`config.mk`:
```
export PLATFORM = sky130hd
export DESIGN_NAME = rounderTop
export DESIGN_NICKNAME = d
export VERILOG_FILES = /design/src/rtl/rounderPkg.sv /design/src/rtl/rounderCtrl.sv /design/src/rtl/rounderPath.sv /design/src/rtl/rounderTop.sv
export SDC_FILE = /design/constraint.sdc
export NUM_CORES = 1
export LEC_CHECK = 0
export BUFFER_PORTS_ARGS = -buffer_cell sky130_fd_sc_hd__clkbuf_2
export CAP_MARGIN = 5
export CORE_MARGIN = 4
export CORE_UTILIZATION = 50
export DETAILED_ROUTE_END_ITERATION = 10
export HOLD_SLACK_MARGIN = 0.05
export MAX_ROUTING_LAYER = met4
export PLACE_DENSITY = 0.82
export SLEW_MARGIN = 20
export SYNTH_ARGS = -nofsm -noshare
export SYNTH_HDL_FRONTEND = slang
export SYNTH_SLANG_ARGS = --single-unit
```
`constraint.sdc`:
```
create_clock -name clk -period 5.77 [get_ports clk]
set_input_delay 0.8655 -clock clk [delete_from_list [all_inputs] [get_ports clk]]
set_output_delay 0.8655 -clock clk [all_outputs]
set_load 0.005 [all_outputs]
```
`src/rtl/rounderPkg.sv`:
```
package rounderPkg;
  localparam int unsigned WORD_W = 13;
  localparam int unsigned MODE_W = 2;
  localparam int unsigned NUM_MODES = 1 << MODE_W;

  typedef logic [WORD_W-1:0] word_t;

  // strobes from control to datapath
  typedef struct packed {
    logic  load;
    logic  twosComp;
    word_t addend;
    word_t clearMask;
  } rndStrobe_t;
endpackage

```
`src/rtl/rounderCtrl.sv`:
```
module rounderCtrl
  import rounderPkg::*;
#(
  parameter int unsigned KEEP_BITS [NUM_MODES] = '{8, 10, 12, 13}
) (
  input  logic              clk,
  input  logic              rstN,
  input  logic              inValid,
  input  logic [MODE_W-1:0] inMode,
  input  logic              inTwosComp,
  output rndStrobe_t        strb,
  output logic              outValid
);
  word_t addTab  [NUM_MODES];
  word_t maskTab [NUM_MODES];

  for (genvar m = 0; m < NUM_MODES; m++) begin : g_mode
    localparam int unsigned DROP = WORD_W - KEEP_BITS[m];
    if (DROP == 0) begin : g_pass
      assign addTab[m]  = '0;
      assign maskTab[m] = '0;
    end else begin : g_round
      assign addTab[m]  = word_t'(1) << (DROP - 1);
      assign maskTab[m] = (word_t'(1) << DROP) - word_t'(1);
    end
  end

  always_comb begin
    strb.load      = inValid;
    strb.twosComp  = inTwosComp;
    strb.addend    = addTab[inMode];
    strb.clearMask = maskTab[inMode];
  end

  always_ff @(posedge clk) begin
    if (!rstN) outValid <= 1'b0;
    else       outValid <= inValid;
  end

  assert_valid_delay_R7: assert property (@(posedge clk) disable iff (!rstN)
    $past(rstN) |-> (outValid == $past(inValid)));
endmodule

```
`src/rtl/rounderPath.sv`:
```
module rounderPath
  import rounderPkg::*;
(
  input  logic       clk,
  input  logic       rstN,
  input  word_t      inWord,
  input  rndStrobe_t strb,
  input  logic       outValid,
  output word_t      outWord
);
  logic [WORD_W:0] sum;
  logic            ovf;
  word_t           satVal;
  word_t           rounded;
  word_t           nextWord;

  always_comb begin
    sum     = {1'b0, inWord} + {1'b0, strb.addend};
    rounded = sum[WORD_W-1:0] & ~strb.clearMask;
    if (strb.twosComp) begin
      ovf    = !inWord[WORD_W-1] && sum[WORD_W-1];
      satVal = {1'b0, {(WORD_W-1){1'b1}}} & ~strb.clearMask;
    end else begin
      ovf    = sum[WORD_W];
      satVal = {WORD_W{1'b1}} & ~strb.clearMask;
    end
    nextWord = ovf ? satVal : rounded;
  end

  always_ff @(posedge clk) begin
    if (!rstN)          outWord <= '0;
    else if (strb.load) outWord <= nextWord;
  end

  assert_low_cleared_R3: assert property (@(posedge clk) disable iff (!rstN)
    ($past(rstN) && outValid) |-> ((outWord & $past(strb.clearMask)) == '0));

  assert_hold_R8: assert property (@(posedge clk) disable iff (!rstN)
    ($past(rstN) && !$past(strb.load)) |-> $stable(outWord));

  assert_unsigned_no_wrap_R5: assert property (@(posedge clk) disable iff (!rstN)
    ($past(rstN) && outValid && !$past(strb.twosComp))
      |-> (outWord >= ($past(inWord) & ~$past(strb.clearMask))));
endmodule

```
`src/rtl/rounderTop.sv`:
```
module rounderTop
  import rounderPkg::*;
#(
  parameter int unsigned KEEP_BITS [NUM_MODES] = '{8, 10, 12, 13}
) (
  input  logic              clk,
  input  logic              rstN,
  input  logic              inValid,
  input  logic [WORD_W-1:0] inWord,
  input  logic [MODE_W-1:0] inMode,
  input  logic              inTwosComp,
  output logic              outValid,
  output logic [WORD_W-1:0] outWord
);
  rndStrobe_t strb;

  rounderCtrl #(.KEEP_BITS(KEEP_BITS)) u_ctrl (
    .clk(clk), .rstN(rstN), .inValid(inValid), .inMode(inMode),
    .inTwosComp(inTwosComp), .strb(strb), .outValid(outValid)
  );

  rounderPath u_path (
    .clk(clk), .rstN(rstN), .inWord(inWord), .strb(strb),
    .outValid(outValid), .outWord(outWord)
  );

  assert_passthrough_R10: assert property (@(posedge clk) disable iff (!rstN)
    $past(rstN && inValid && inMode == MODE_W'(NUM_MODES - 1))
      |-> (outWord == $past(inWord)));

  assert_reset_R9: assert property (@(posedge clk)
    $past(!rstN) |-> (!outValid && outWord == '0));
endmodule

```
; Yosys cells after proc, flatten, opt, wreduce, memory -nomap -nowiden
; Index checks and enable logic that the tools add are counted.
[totals]
register_bits = 14
inputBits = 19
out_inout_bits = 14
elab_cells = 18
[op_classes]
addsub = 1
n_lt_le_gt_ge = 1
n_mux = 9
n_bitwise = 3
reduce_logical = 2
[ops]
columns = cell, n
row1 = 13-bit 2-to-1 mux, 6
row2 = 13-bit binary-select mux with 2-bit select, 2
row3 = 13-bit by 13-bit adder with 14-bit output, 1
row4 = 13-bit bitwise AND, 1
row5 = 13-bit NOT, 1
row6 = "3-bit greater-or-equal comparator, second input constant", 1
row7 = 2-bit NOT with 3-bit output, 1
row8 = 1-bit logical AND, 1
row9 = 1-bit logical NOT, 1
row10 = 1-bit 2-to-1 mux, 1

; Depth between registers and ports, before layout
[logic_depth]
depth_word = 8
depth_mapped = 10
depth_no_buf = 10

; Cells and area by module
; Synthesis repeated with hierarchy kept, for this count alone.
[unflattened]
hier_cells = 183
hier_area_um2 = 1420.1
[by_module_without_submodules]
columns = module, instances, cells_each, area_each_um2, seq_area_each_um2
row1 = rounderPath, 1, 152, 1191.1, 260.2
row2 = rounderCtrl, 1, 31, 229.0, 20.0

; Least setup slack after synthesis
; No wires, ideal clock.
[synth_timing]
path_kind = in2reg
from = input inMode[1]
to = register u_path.outWord[0]
setup_time_ps = 116
t_arrival_ps = 2705
required_time_ps = 5654
setup_slack_ps = 2949
stages = 10
path_buffers = 0
path_cell_list = nor2b_1 > ha_1 > ha_1 > a21o_2 > a31oi_1 > nor3_1 > ha_1 > a32oi_4 > a21oi_1 > a31o_1
[synth_via]
elab_chain_cells = 8
elab_cells_between_ends = 14
classes_between = 1 x add/sub / 9 x mux / 3 x bitwise / 1 x reduce/logical
[synth_rtl]
columns = item, line
row1 = start: declaration, rounderTop.sv:10  ; input logic [MODE_W-1:0] inMode,
row2 = 2-bit NOT with 3-bit output (not written as such) (*), "rounderCtrl.sv:31, rounderCtrl.sv:32"
row3 = 13-bit binary-select mux with 2-bit select, rounderCtrl.sv:31  ; strb.addend = addTab[inMode];
row4 = 13-bit 2-to-1 mux (not written as such) (2 in a row), rounderCtrl.sv:31
row5 = 13-bit by 13-bit adder with 14-bit output, rounderPath.sv:18  ; sum = {1'b0, inWord} + {1'b0, strb.addend};
row6 = 1-bit logical AND, rounderPath.sv:21  ; ovf = !inWord[WORD_W-1] && sum[WORD_W-1];
row7 = 1-bit 2-to-1 mux, rounderPath.sv:20  ; if (strb.twosComp) begin
row8 = 13-bit 2-to-1 mux (*), rounderPath.sv:27  ; nextWord = ovf ? satVal : rounded;
row9 = end signal: assignment, rounderPath.sv:32  ; else if (strb.load) outWord <= nextWord;
row10 = end: declaration, rounderPath.sv:9  ; output word_t outWord
; Mark *: on every way between the ends. The rest lies on a longest branch, timed or not. The select of a mux whose other input is x is not followed.
; A chain may end at the register's enable or synchronous reset.

; Final worst setup path
[layout_timing]
from = input inMode[1]
to = register u_path.outWord[2]
; The elaborated chain is that of the path after synthesis.

==> flow_metrics.tcl <==
set metrics [dict create \
    status "finished, final reports clean" \
    syn_area_per_cell_um2 8.72 \
    drt_iter0_markers 15 \
    cts.clk_slew.worst_paths_ns 0.07 \
    worst_pin_slew_ns 0.384 \
    synth_top_cell_by_area "dfxtp_1" \
    hold_violations 0 \
    clk_latency_ns 0.28 \
    drtAntennaViolNets 0 \
    rsz0062_at_grt "no" \
    grt_use_total_pct 18.0 \
    async_flop_share_pct 0 \
    setup_viol 0 \
    synth_common_cells "14 x dfxtp_1, 13 x a21oi_1, 9 x o21ai_0" \
    io_pins 33 \
    n_fill_cell 131 \
    drv_slew 0 \
    synth_cell_types 26 \
    cts_sinks 14 \
    rows 14 \
    cts_hold_buf 0 \
    end_kind "flip-flop" \
    antenna_found_initial 0 \
    gp_congestion 0.897 \
    grt_pass1_vias 829 \
    cts_max_level 1 \
    min_period_ns 2.92 \
    overflow 0 \
    cp_max_fo 8 \
    die_area_um2 2350 \
    dp_slack_ns 2.57 \
    fin_util_pct 67.5 \
    yosysSeqAreaShare_pct 34.2 \
    area_delta_synth_final_pct 25.5 \
    placed_cells 140 \
    start_kind "input port" \
    synth_cells 94 \
    synth_nets 118 \
    synth_edf_count 0 \
    cap_violations 0 \
    start_util_pct 53.8 \
    vias 817 \
    grt_pass1_wl_um 3380 \
    routed_wl_um 1950 \
    io_buffers 32 \
    fin_ws_ns 2.85 \
    crit_arrival_ns 3.09 \
    die-height_um 48.5 \
    layout-drive-gt1-share_pct 32.8 \
    die_w_um 48.5 \
    final_nets 153 \
    clk_path_buf_depth 2 \
    hpwl_um 1570 \
    yosys_register_bits 14 \
    hp-class "reg2reg" \
    setup_tns_ns 0 \
    post-cts-setup-buffers 0 \
    irDropWorstVdd_v 0.000157 \
    power_density_nw_per_um2 216 \
    maxSlewHeadroom_pct 74.3 \
    synthFlopType "dfxtp_1" \
    diodes 0 \
    instances_no_fill 144 \
    grt_max_degree 19 \
    crit_type "in2reg" \
    netlist_area_um2 820 \
    period_share_pct 50.6 \
    firstDrtPassIters 4 \
    core_um2 1520 \
    clock_skew_ns 0 \
    cts_tree "done" \
    p_leak_nw 0.457 \
    synth_area_leaders "dfxtp_1 34%, xnor2_1 8.5%, a21oi_1 7.9%" \
    synth_top_area_share_pct 34.2 \
    cp_data_required_time_ns 5.94 \
    numCtsBuffers 3 \
    ys_warn_count 0 \
    fmax_mhz 343 \
    synth_most_common_cell "dfxtp_1" \
    avgViaCountPerCell 5.67 \
    drc 0 \
    wire_per_inst_um 13.5 \
    postCtsResizedCells 0 \
    cts_root_buf "clkbuf_4" \
]
report_power, final:
part	total (mW)	switching, mW	internal [mW]
Sequential	0.105	0.00266	0.103
Combinational	0.0467	0.0253	0.0214
Clock	0.0702	0.0318	0.0384
Total	0.222	0.0598	0.163
flip-flops by register name, indices dropped and copies added, names as in the netlist:
name,cells
u_path.outWord,13
u_ctrl.outValid,1
area by class of cell:
class | instances | area [um2] | area share, %
flip-flops and latches | 14 | 280 | 27.3
clock buffers | 4 | 36.3 | 3.53
multi-input cells | 74 | 517 | 50.2
repair buffers | 32 | 160 | 15.6
well taps | 16 | 20.0 | 1.95
inverters | 4 | 15.0 | 1.46
critical path, stage by stage:
cell	delay (ns)
clkbuf_2	0.12
nor2b_1	0.14
ha_1	0.22
ha_1	0.22
a21o_2	0.20
a31oi_1	0.34
nor3_1	0.11
ha_1	0.24
a32oi_4	0.32
a21oi_1	0.13
a31o_1	0.20
kinds of logic (layout without fill, tap and decap cells):
family / after synthesis / count (layout) / share of synthesized area (%)
AO/OA/AOI/OAI: 35 / 35 / 28.5
AND/OR/NAND/NOR: 24 / 24 / 16.2
flip-flops: 14 / 14 / 34.2
XOR/XNOR: 10 / 10 / 10.7
buffers and inverters: 6 / 40 / 2.75
adder cells (fa/ha/maj): 5 / 5 / 7.63
cell usage in the layout (no fill, tap or decap), drive strengths merged:
cell type | Yosys | layout
inv | 4 | 4
xor2 | 2 | 2
nand2 | 2 | 2
a32oi | 1 | 1
nand4 | 1 | 1
dfxtp | 14 | 14
o21a | 2 | 2
a311oi | 1 | 1
a31oi | 5 | 5
clkbuf | 2 | 36
nand3 | 4 | 4
nor4 | 1 | 1
ha | 5 | 5
and2 | 2 | 2
o21ai | 9 | 9
nor2 | 5 | 5
nor2b | 5 | 5
a21o | 1 | 1
and3 | 1 | 1
nor3 | 2 | 2
a21oi | 13 | 13
a31o | 3 | 3
nor3b | 1 | 1
xnor2 | 8 | 8
final timing paths:
check                                        from                end  slack (ns)  cells past startpoint
worst max-delay path                    inMode[1]  u_path.outWord[2]        2.85                     11
worst min-delay path            u_path.outWord[0]  u_path.outWord[0]        0.49                      1
worst max register to register  u_path.outWord[3]  u_path.outWord[3]        5.05                      2
worst min register to register  u_path.outWord[0]  u_path.outWord[0]        0.49                      1
per-layer routing:
metal | share of wire [%] | wire [um] | vias to the layer above | GRT usage, %
li1 | - | - | 413 | -
met3 | 9.2 | 179 | 4 | 7.06
met5 | 0 | 0 | - | -
met2 | 48 | 943 | 36 | 30.0
met4 | 1.4 | 27 | 0 | 5.38
met1 | 41 | 796 | 364 | 19.7
metrics by stage:
stage / power [mW] / area (um2) / hold WS [ns]
after floorplan: 0.133 / 820 / 0.473
after global placement: 0.153 / 992 / 0.467
after detailed placement: 0.155 / 992 / 0.470
after CTS: 0.225 / 1030 / 0.490
after global routing: 0.237 / 1030 / 0.506
final: 0.222 / 1030 / 0.485
No activity file was read; power rests on OpenSTA's default activity.
